<file path="config.mk">
export PLATFORM = sky130hd
export DESIGN_NAME = ifx_xlate
export DESIGN_NICKNAME = d
export VERILOG_FILES = /design/src/rtl/ifx_pkg.sv /design/src/rtl/ifx_route_sel.sv /design/src/rtl/ifx_pa_build.sv /design/src/rtl/ifx_fault_eval.sv /design/src/rtl/ifx_xlate.sv
export SDC_FILE = /design/constraint.sdc
export NUM_CORES = 1
export LEC_CHECK = 0
export BUFFER_PORTS_ARGS = -buffer_cell sky130_fd_sc_hd__buf_2
export CAP_MARGIN = 20
export CORE_ASPECT_RATIO = 0.8
export CORE_MARGIN = 2
export CORE_UTILIZATION = 43
export DETAILED_ROUTE_END_ITERATION = 7
export PLACE_DENSITY = 0.84
export REMOVE_ABC_BUFFERS = 1
export SLEW_MARGIN = 15
export SYNTH_ARGS = -nofsm -noshare
export SYNTH_HDL_FRONTEND = slang
export SYNTH_SLANG_ARGS = --single-unit
</file>
<file path="constraint.sdc">
create_clock -name clk -period 4.78 [get_ports clk]
set_clock_uncertainty 0.2 [all_clocks]
set_input_delay 0.239 -clock clk [delete_from_list [all_inputs] [get_ports clk]]
set_output_delay 0.239 -clock clk [all_outputs]
set_load 0.005 [all_outputs]
</file>
<file path="src/rtl/ifx_pkg.sv">
package ifx_pkg;
    typedef enum logic [1:0] {
        FLT_NONE = 2'b00,
        FLT_ACV  = 2'b01,
        FLT_MISS = 2'b10,
        FLT_MCHK = 2'b11
    } fault_e;

    typedef enum logic [2:0] {
        RT_PAL    = 3'd0,
        RT_PHYS   = 3'd1,
        RT_BADVA  = 3'd2,
        RT_SUPER  = 3'd3,
        RT_MAPPED = 3'd4
    } route_e;
endpackage

</file>
<file path="src/rtl/ifx_route_sel.sv">
module ifx_route_sel #(
    parameter int          VA_W   = 48,
    parameter int          SP_LO  = 41,
    parameter logic [6:0]  SP_TAG = 7'h7E
) (
    input  logic [63:0]       va,
    input  logic              pal_mode,
    input  logic              phys_mode,
    output ifx_pkg::route_e   route
);
    import ifx_pkg::*;

    localparam int SP_HI = VA_W - 1;
    localparam int SP_W  = SP_HI - SP_LO + 1;

    logic canonical;
    logic in_super;

    always_comb begin
        canonical = (&va[63:VA_W-1]) | ~(|va[63:VA_W-1]);
        in_super  = (va[SP_HI:SP_LO] == SP_W'(SP_TAG));
        if (pal_mode)
            route = RT_PAL;
        else if (phys_mode)
            route = RT_PHYS;
        else if (!canonical)
            route = RT_BADVA;
        else if (in_super)
            route = RT_SUPER;
        else
            route = RT_MAPPED;
    end
endmodule

</file>
<file path="src/rtl/ifx_pa_build.sv">
module ifx_pa_build #(
    parameter int PA_W        = 44,
    parameter int PG_SHIFT    = 13,
    parameter int PPN_W       = 32,
    parameter bit SP_SIGN_EXT = 1'b1
) (
    input  ifx_pkg::route_e   route,
    input  logic [63:0]       va,
    input  logic [PPN_W-1:0]  ppn,
    output logic [63:0]       raw_pa
);
    import ifx_pkg::*;

    localparam logic [63:0] PA_MASK  = (64'd1 << PA_W) - 64'd1;
    localparam int          EXT_BIT  = PA_W - 4;
    localparam logic [63:0] LOW_MASK = (64'd1 << EXT_BIT) - 64'd1;
    localparam logic [63:0] EXT_ONES = PA_MASK & ~LOW_MASK;
    localparam logic [63:0] OFF_MASK = ((64'd1 << PG_SHIFT) - 64'd1) & ~64'd3;

    logic [63:0] sp_base;
    logic [63:0] sp_pa;
    logic [63:0] map_pa;

    assign sp_base = va & PA_MASK;
    assign map_pa  = (64'(ppn) << PG_SHIFT) + (va & OFF_MASK);

    generate
        if (SP_SIGN_EXT) begin : g_sp_ext
            assign sp_pa = sp_base[EXT_BIT] ? (sp_base | EXT_ONES)
                                            : (sp_base & LOW_MASK);
        end else begin : g_sp_plain
            assign sp_pa = sp_base;
        end
    endgenerate

    always_comb begin
        unique case (route)
            RT_PAL:    raw_pa = va & ~64'd3 & PA_MASK;
            RT_PHYS:   raw_pa = va;
            RT_SUPER:  raw_pa = sp_pa;
            RT_MAPPED: raw_pa = map_pa;
            default:   raw_pa = 64'd0;
        endcase
    end
endmodule

</file>
<file path="src/rtl/ifx_fault_eval.sv">
module ifx_fault_eval #(
    parameter int PA_W   = 44,
    parameter int MODE_W = 2
) (
    input  ifx_pkg::route_e          route,
    input  logic [MODE_W-1:0]        cur_mode,
    input  logic                     tb_hit,
    input  logic [(1<<MODE_W)-1:0]   tb_xre,
    input  logic [63:0]              raw_pa,
    output ifx_pkg::fault_e          fault,
    output logic [63:0]              pa,
    output logic                     uncacheable
);
    import ifx_pkg::*;

    localparam logic [63:0] PA_MASK = (64'd1 << PA_W) - 64'd1;

    logic    out_of_range;
    fault_e  range_flt;

    assign out_of_range = |(raw_pa & ~PA_MASK);
    assign range_flt    = out_of_range ? FLT_MCHK : FLT_NONE;

    always_comb begin
        unique case (route)
            RT_PAL:    fault = FLT_NONE;
            RT_PHYS:   fault = range_flt;
            RT_BADVA:  fault = FLT_ACV;
            RT_SUPER:  fault = (cur_mode != '0) ? FLT_ACV : range_flt;
            RT_MAPPED: begin
                if (!tb_hit)
                    fault = FLT_MISS;
                else if (!tb_xre[cur_mode])
                    fault = FLT_ACV;
                else
                    fault = range_flt;
            end
            default:   fault = FLT_ACV;
        endcase
        pa          = (fault == FLT_ACV || fault == FLT_MISS) ? 64'd0 : raw_pa;
        uncacheable = (fault == FLT_NONE) && pa[PA_W-1];
    end
endmodule

</file>
<file path="src/rtl/ifx_xlate.sv">
module ifx_xlate #(
    parameter int MODE_W = 2,
    parameter int PPN_W  = 32
) (
    input  logic                    clk,
    input  logic                    rst_n,
    input  logic                    req_valid,
    input  logic [63:0]             va,
    input  logic                    pal_mode,
    input  logic                    phys_mode,
    input  logic [MODE_W-1:0]       cur_mode,
    input  logic                    tb_hit,
    input  logic [PPN_W-1:0]        tb_ppn,
    input  logic [(1<<MODE_W)-1:0]  tb_xre,
    output logic                    rsp_valid,
    output logic [1:0]              fault,
    output logic [63:0]             pa,
    output logic                    uncacheable
);
    import ifx_pkg::*;

    localparam int PA_W     = 44;
    localparam int PG_SHIFT = 13;

    route_e      route;
    logic [63:0] raw_pa;
    fault_e      nxt_fault;
    logic [63:0] nxt_pa;
    logic        nxt_unc;

    ifx_route_sel #(.VA_W(48), .SP_LO(41), .SP_TAG(7'h7E)) u_route (
        .va(va), .pal_mode(pal_mode), .phys_mode(phys_mode), .route(route)
    );

    ifx_pa_build #(.PA_W(PA_W), .PG_SHIFT(PG_SHIFT), .PPN_W(PPN_W), .SP_SIGN_EXT(1'b1)) u_pa (
        .route(route), .va(va), .ppn(tb_ppn), .raw_pa(raw_pa)
    );

    ifx_fault_eval #(.PA_W(PA_W), .MODE_W(MODE_W)) u_flt (
        .route(route), .cur_mode(cur_mode), .tb_hit(tb_hit), .tb_xre(tb_xre),
        .raw_pa(raw_pa), .fault(nxt_fault), .pa(nxt_pa), .uncacheable(nxt_unc)
    );

    always_ff @(posedge clk) begin
        if (!rst_n) begin
            rsp_valid   <= 1'b0;
            fault       <= FLT_NONE;
            pa          <= 64'd0;
            uncacheable <= 1'b0;
        end else if (req_valid) begin
            rsp_valid   <= 1'b1;
            fault       <= nxt_fault;
            pa          <= nxt_pa;
            uncacheable <= nxt_unc;
        end else begin
            rsp_valid   <= 1'b0;
            fault       <= FLT_NONE;
            pa          <= 64'd0;
            uncacheable <= 1'b0;
        end
    end
endmodule

</file>
* Yosys cells after proc, flatten, opt, wreduce, memory -nomap -nowiden
Cells that the tools add are included.
** Word-level totals
- Bits in registers :: 68
- Input port bits :: 108
- Output and inout port bits :: 68
- Logic and storage cells :: 42
** Cells by class
- Add/sub/neg operators :: 1
- $lt $le $gt $ge :: 1
- Eq/ne operators :: 6
- Mux-type cells :: 15
- Bitwise gates (word level) :: 4
- Reductions and logical operators :: 10
** Operator list (count)
- $pmux 64 s4 :: 1
- $mux 44 :: 2
- $add 45x13->46 :: 1
- $reduce_or 20->1 :: 1
- $reduce_and 17->1 :: 1
- $reduce_or 17->1 :: 1
- $mux 3 :: 4
- $mux 2 :: 4
- $pmux 2 s4 :: 1
- $eq 7x7->1 const B :: 1
- $eq 3x1->1 const B :: 1
- $eq 3x2->1 const B :: 1
- $eq 3x3->1 const B :: 1
- $logic_not 3->1 :: 1
- $lt 2x3->1 const B :: 1
- $not 1->1 :: 3
- $reduce_or 3->1 :: 1
- $bmux 1 s2 :: 1
- $eq 2x1->1 const B :: 1
- $eq 2x2->1 const B :: 1
- $logic_not 2->1 :: 1
- $mux 1 :: 2
- $reduce_and 2->1 :: 1
- $reduce_bool 2->1 :: 1
- 3 further kinds :: 3

* Depth between registers and ports, before layout
Gate-level depths: netlist (run 1).
- Depth after elaboration :: 17
- Mapped depth :: 12
- Gate-level depth less buffers :: 11

* Modules after synthesis
From an unflattened synthesis (run 1), not the netlist that was laid out.
** Unflattened totals
- Cell total of the unflattened synthesis :: 411
- Area total of the unflattened synthesis :: 3682.3 um^2
** By module, submodules not included
- ifx_xlate :: times used 1, cells an instance 150, area each 1889.3 um^2, seq. area each 1361.3 um^2
- ifx_pa_build :: times used 1, cells an instance 142, area each 1033.5 um^2, seq. area each 0.0 um^2
- ifx_fault_eval :: times used 1, cells an instance 98, area each 619.3 um^2, seq. area each 0.0 um^2
- ifx_route_sel :: times used 1, cells an instance 21, area each 140.1 um^2, seq. area each 0.0 um^2

* Worst setup path after synthesis (run 1)
Ideal clock, no wire load.
- Path kind :: input-to-reg
- Start :: input port va[49]
- End :: register pa[13]
- Arrival :: 2884 ps
- Data required time :: 4521 ps
- Setup slack :: 1637 ps
- Stages on the path :: 12
- Path through :: or4_4 nor3_4 nand2_2 and2_4 o41ai_2 nor2_1 ha_1 or2_2 clkbuf_1 o22ai_4 buf_8 a22o_1
** On the way
- Word-level cells in the longest chain between the ends :: 16
- Elaborated cells on any way between the ends :: 22
** RTL lines
- start, declared :: RTL line ifx_xlate.sv:8 : input logic [63:0] va,
- $reduce_or 17->1 :: RTL line ifx_route_sel.sv:20 : canonical = (&va[63:VA_W-1]) | ~(|va[63:VA_W-1]);
- $not 1->1 :: RTL line ifx_route_sel.sv:20
- $or 1x1->1 :: RTL line ifx_route_sel.sv:20
- $mux 3 :: RTL line ifx_route_sel.sv:26 : else if (!canonical)
- $mux 3 :: RTL line ifx_route_sel.sv:24 : else if (phys_mode)
- $mux 3 :: RTL line ifx_route_sel.sv:22 : if (pal_mode)
- $eq 3x3->1, or another cell as far along :: RTL line ifx_pa_build.sv:37, ifx_fault_eval.sv:25
- $pmux 64 s4 :: RTL line ifx_pa_build.sv:37 : unique case (route)
- $reduce_or 20->1 :: RTL line ifx_fault_eval.sv:21 : assign out_of_range = |(raw_pa & ~PA_MASK);
- $mux 2 :: RTL line ifx_fault_eval.sv:22 : assign range_flt = out_of_range ? FLT_MCHK : FLT_NONE;
- $mux 2 :: RTL line ifx_fault_eval.sv:33 : else if (!tb_xre[cur_mode])
- $mux 2 :: RTL line ifx_fault_eval.sv:31 : if (!tb_hit)
- $pmux 2 s4 :: RTL line ifx_fault_eval.sv:25 : unique case (route)
- $eq 2x1->1 or $eq 2x2->1 (tied branches) :: RTL line ifx_fault_eval.sv:40 : pa = (fault == FLT_ACV || fault == FLT_MISS) ? 64'd0 : raw_pa;
- $logic_or 1x1->1 :: RTL line ifx_fault_eval.sv:40
- $reduce_or 3->1 (no line)
- end signal, assigned :: RTL line ifx_xlate.sv:53 : pa <= nxt_pa;
- end, declared :: RTL line ifx_xlate.sv:17 : output logic [63:0] pa,
Several ways; a longest one is shown, not always the timed one.
A chain may end at the register's enable or synchronous reset.

* Worst setup path in the final report (run 1)
- Start :: input port va[49]
- End :: register pa[14]
Same word-level chain as after synthesis.

==> results of run 1 <==
layer usage:
metal / GRT usage (%) / wire length, um / vias to the layer above
li1: - / - / 1292
met1: 29.7 / 3320 / 1309
met2: 55.0 / 4950 / 144
met3: 7.68 / 521 / 24
met4: 15.5 / 288 / 0
met5: 0 / 0 / -
synth_stat cells (3+ instances only):
cell type / count / area share (%)
dfxtp_1: 68 / 57
a22o_1: 28 / 10
and3_1: 21 / 5.5
and2_1: 12 / 3.2
nand2_1: 11 / 1.7
clkbuf_1: 6 / 0.95
a21oi_1: 5 / 1.1
buf_8: 5 / 3.2
nand3_1: 4 / 0.84
nand4_1: 4 / 1.1
nor2_1: 4 / 0.63
mux2_2: 3 / 1.4
nor4_1: 3 / 0.79
critical path: stages:
cell           delay [ps]
dlygate4sd3_1         530
buf_2                 130
or4_4                 540
nor3_4                180
nand2_2               100
and2_4                180
o41ai_2               380
nor2_1                 80
ha_1                  310
nor2_1                120
buf_4                 230
nand2_1               120
o22ai_4               640
a22o_1                260
dlygate4sd3_1         580
worst max-delay path by stage:
stage                       from           endpoint  slack (ps)  depth (start not counted)
after floorplan           va[49]  pa[13]$_SDFF_PP0_        1250                         11
after global placement    va[49]  pa[23]$_SDFF_PP0_        1180                         13
after detailed placement  va[49]  pa[15]$_SDFF_PP0_        1010                         13
after CTS                 va[49]  pa[14]$_SDFF_PP0_         240                         15
after global routing      va[48]  pa[14]$_SDFF_PP0_          30                         15
final                     va[49]  pa[14]$_SDFF_PP0_         190                         15
layout make-up:
type	instances	area [um^2]
diodes	1	2.50
clock buffers	9	124
clock inverters	7	146
fillers	307	941
inverters	1	3.75
multi-input cells	125	903
flip-flops and latches	68	1360
well taps	65	81.3
repair buffers	269	1810
flip-flops by register name (all words and copies together) (netlist names):
| register | count |
|---|---|
| uncacheable | 1 |
| rsp_valid | 1 |
| fault | 2 |
| pa | 64 |
what timing repair did:
item / 4_1_cts / 5_1_grt
hold buffers: 92 / 0
setup buffers: 0 / 0
hold endpoints to repair: 62 / 0
logic make-up after synthesis:
logic type / share of synthesized area (%)
AND/OR/NAND/NOR: 18.7
flip-flops: 57.4
AO/OA/AOI/OAI: 16.6
buffers and inverters: 4.48
multiplexers: 2.27
adder cells (fa/ha/maj): 0.528
power groups by stage:
stage          combinational (mW)  clock [mW]  sequential [mW]
2_1_floorplan              0.0310           0            0.597
3_3_place_gp                0.102           0            0.595
3_5_place_dp                0.105           0            0.595
4_1_cts                     0.154       0.634            0.582
5_1_grt                     0.173       0.665            0.583
6_report                    0.161       0.628            0.582
==> impl_metrics.json, run 1 <==
{
  "syn_area_per_cell_um2": 11.5,
  "critPathKind": "in -> reg",
  "die_w_um": 87.0,
  "ys_seq_elements": 68,
  "synthFlopType": "dfxtp_1",
  "synth-async-reset-ratio_pct": 0,
  "grt_max_degree": 29,
  "num_rows": 24,
  "p_per_area_nw_per_um2": 309,
  "p_sw_share_pct": 21.2,
  "yosysWarnings": 0,
  "synth_edf_count": 0,
  "io_buffers": 175,
  "drt_first_iter_violations": 147,
  "synth_cells": 206,
  "place_area_um2": 3240,
  "core_area_um2": 5380,
  "layout_common_cells": "buf_2, dlygate4sd3_1, dfxtp_1",
  "viasPerCell": 5.08,
  "power.leakage_nw": 2.34,
  "p_total_mw": 1.37,
  "irDropWorstVdd_uv": 230,
  "cts_made_buffers": 9,
  "period_minus_slack_ps": 4590,
  "power_switching_mw": 0.291,
  "clkTransAtPathRegs_ps": 80,
  "report.final.setup_viol": 0,
  "pwr-share-seq_pct": 42.5,
  "tns_ps": 0,
  "fin_util_pct": 82.5,
  "place_congestion": 0.833,
  "ctsResizeCount": 0,
  "detail_route.first_pass.iterations": 4,
  "hold_path.class": "in -> reg",
  "cts_tree": "yes",
  "final_cell_count_no_fill": 545,
  "h-tree-depth": 3,
  "fin_area_um2": 4430,
  "grt_pass1_vias": 2860,
  "cp.arrival_ps": 4660,
  "grt.overflow.total": 0,
  "grtUsageTotal_pct": 29.6,
  "hpwlAfterDp_mm": 5.13,
  "num_vias": 2769,
  "drt-wirelength-per-cell_um": 16.7,
  "tightest_slew_ps": 809,
  "nNetsFinal": 583,
  "drive_gt1_share_pct": 43.2,
  "pwr-share-comb_pct": 11.7,
  "dieHeight_um": 70.4,
  "finalHoldViolCount": 0,
  "whs_ps": 11.5,
  "clk_path_buf_depth": 2,
  "dp_cells": 436,
  "drv_cap": 0,
  "required_ps": 4850,
  "min_period_over_period_pct": 96.0,
  "p_int_mw": 1.08,
  "clockRootBuffer": "clkbuf_8",
  "antenna_found_initial": 0,
  "status": "finished clean",
  "grt_pass1_wl_mm": 13.7,
  "hold_end": "rsp_valid$_SDFF_PN0_",
  "start_util_pct": 44.1,
  "ant_nets": 0,
  "final_common_cell": "buf_2",
  "cts_sinks": 68,
  "wl_mm": 9.08,
  "synth_area_um2": 2370,
  "max_slew_margin_pct": 46.1,
  "holdPathStages": 3,
  "cp-end-kind": "flop",
  "cp-start-kind": "primary input",
  "die_area_um2": 6130,
  "synth_seq_area_share_pct": 57.4,
  "report.final.slew_viol_count": 0,
  "worstHoldStart": "rst_n",
  "area_growth_pct": 87.0,
  "rsz0062_at_grt": "false",
  "p_clk_share_pct": 45.8,
  "crit_path_max_fanout": 28,
  "max_freq_ghz": 0.218,
  "drc": 0,
  "dp_worst_setup_slack_ps": 1010,
  "synth.distinct_cells": 39,
  "boundaryPins": 176,
  "setup_slack_ps": 192
}
No activity file was read; power rests on OpenSTA's default activity.
==> inputs of run 2 (changes only) <==
Settings changed: ABC_AREA from default to 1, CORE_UTILIZATION 43 to 44, PLACE_DENSITY 0.84 to 0.83.
==> run 2 against run 1 <==
Net effect:
- first-iteration DRC count rose by 68%
- largest power group is now sequential cells
- largest cell class unchanged
- clock power fell by 19%
- power fell by 7.0%
==> impl_metrics.json, run 2 <==
{
  "status": "finished clean",
  "required_ps": 4850,
  "multi_input_area_um2": 990,
  "clk_path_buf_depth": 2,
  "ys_top_cells_by_area": "dfxtp_1, nand2_1, nor2_1",
  "boundaryPins": 176,
  "irDropWorstVdd_uv": 164,
  "place_congestion": 0.958,
  "synth.most_common_cell": "nand2_1",
  "dp_worst_setup_slack_ps": 1140,
  "cp-start-kind": "primary input",
  "ff_latch_area_um2": 1360,
  "final_common_cell": "buf_2",
  "min_period_over_period_pct": 85.0,
  "synth_area_um2": 2580,
  "path_cells": "dlygate4sd3_1 > buf_2 > nor2_1 > nand2_1 > nor2_1 > nand3_1 > nand2_2 > nand2_2 > inv_2 > a21boi_0 > ha_1 > nor2_1 > nand2_1 > buf_4 > a21oi_1 > dlygate4sd3_1",
  "ant_nets": 0,
  "clockRootBuffer": "clkbuf_8",
  "h-tree-depth": 3,
  "crit_path_max_fanout": 33,
  "yosysWarnings": 0,
  "worstHoldStart": "tb_hit",
  "cp_common_cell": "nor2_1",
  "top_regs": "pa: 64 flops, fault: 2 flops",
  "die_w_um": 89.6,
  "synth_top_cell_area_share_pct": 52.8,
  "fill_cells": 347,
  "max_slew_margin_pct": 43.1,
  "tns_ps": 0,
  "dieHeight_um": 72.4,
  "max_freq_ghz": 0.246,
  "power.leakage_nw": 2.39,
  "grt.overflow.total": 0,
  "synth-async-reset-ratio_pct": 0,
  "drc": 0,
  "cts_made_buffers": 9,
  "detail_route.first_pass.iterations": 5,
  "wl_mm": 9.90,
  "p_per_area_nw_per_um2": 279,
  "area_growth_pct": 77.5,
  "grt_pass1_wl_mm": 14.8,
  "rsz0062_at_grt": "false",
  "setup_slack_ps": 717,
  "synth_edf_count": 0,
  "grtUsageTotal_pct": 30.1,
  "clkTransAtPathRegs_ps": 80,
  "report.final.slew_viol_count": 0,
  "ys_seq_elements": 68,
  "layout_common_cells": "buf_2, dlygate4sd3_1, nand2_1",
  "grt_pass1_vias": 3330,
  "grt_max_degree": 34,
  "ys_top_cells_by_count": "nand2_1, dfxtp_1, nor2_1",
  "cp-end-kind": "flop",
  "diodes": 0,
  "largest_register_ffs": 64,
  "startpoint": "va[49]",
  "critPathKind": "in -> reg",
  "synth_cells": 337,
  "synth_largest_area_cell": "dfxtp_1",
  "start_util_pct": 46.4,
  "tightest_slew_ps": 853,
  "period_minus_slack_ps": 4060,
  "drv_cap": 0,
  "hold_path.class": "in -> reg",
  "cp.arrival_ps": 4130,
  "io_buffers": 175,
  "drt-wirelength-per-cell_um": 14.6,
  "viasPerCell": 4.95,
  "synthFlopType": "dfxtp_1",
  "drt_first_iter_violations": 247,
  "num_vias": 3367,
  "nNetsFinal": 707,
  "drive_gt1_share_pct": 33.7,
  "cts_sinks": 68,
  "core_area_um2": 5560,
  "max_stage_delay_ps": 610,
  "cts_tree": "yes",
  "regMostFlops": "pa",
  "antenna_found_initial": 0,
  "finalHoldViolCount": 0,
  "num_rows": 24,
  "crit_path_top_delay_cell": "dlygate4sd3_1",
  "syn_area_per_cell_um2": 7.64,
  "die_area_um2": 6490,
  "report.final.setup_viol": 0,
  "synth_seq_area_share_pct": 52.8,
  "hpwlAfterDp_mm": 5.72,
  "synth.distinct_cells": 26
}
run 2: worst paths after layout:
kind / endpoint / slack, ps / cells past startpoint
worst max-delay path: pa[18]$_SDFF_PP0_ / 720 / 16
worst min-delay path: fault[1]$_SDFF_PN0_ / 20 / 4
run 2: logic make-up (layout without fill, tap and decap cells):
logic type / count (synthesis) / after routing / share of synthesized area (%)
buffers and inverters: 50 / 315 / 8.74
adders and majority gates: 1 / 1 / 0.486
DFF: 68 / 68 / 52.8
AOI/OAI and AO/OA: 64 / 64 / 13.1
and+or+nand+nor: 154 / 154 / 24.9
run 2: stage by stage:
stage / hold slack [ps] / cells / power (mW) / utilization, % / area, um^2
floorplan: 151 / 321 / 0.648 / - / 2480
global route: 27.2 / 680 / 1.32 / 82.3 / 4570
detailed placement: 261 / 576 / 0.725 / 62.4 / 3470
finish: 18.9 / 680 / 1.28 / 82.3 / 4570
global placement: 254 / 576 / 0.723 / 62.4 / 3470
CTS: 2.95 / 680 / 1.27 / 82.3 / 4570
run 2: final cells by class:
class / instances / share of cell area, %
clock buffer: 9 / 2.71
multi-input combinational: 219 / 21.6
clock inverter: 6 / 1.97
sequential: 68 / 29.8
timing repair buffer: 266 / 39.0
tap: 78 / 2.13
inverter: 34 / 2.79
run 2: routing by layer:
metal	global-route usage, %	share of wire, %	vias to the layer above
li1	-	-	1590
met1	30.7	36	1540
met2	53.6	52	197
met3	8.19	7.1	40
met4	18.9	4.5	0
met5	0	0	-
run 2: worst max-delay path, delay by kind of cell:
| family | cells | cell delay (ps) |
|---|---|---|
| compound gates | 2 | 340 |
| fa+ha+maj | 1 | 300 |
| buf+inv | 5 | 2030 |
| simple gates | 8 | 1200 |
run 2: repair_timing:
item / 4_1_cts / 5_1_grt
hold buffers: 89 / 0
resized for setup: 0 / 0
setup buffers: 0 / 0
hold endpoints to repair: 61 / 0
endpoints found under the setup margin: 0 / 0
run 2: power by group:
part | internal (mW) | switching, mW | total (mW)
logic | 0.101 | 0.0829 | 0.184
clock network | 0.292 | 0.214 | 0.506
registers | 0.581 | 0.00424 | 0.586
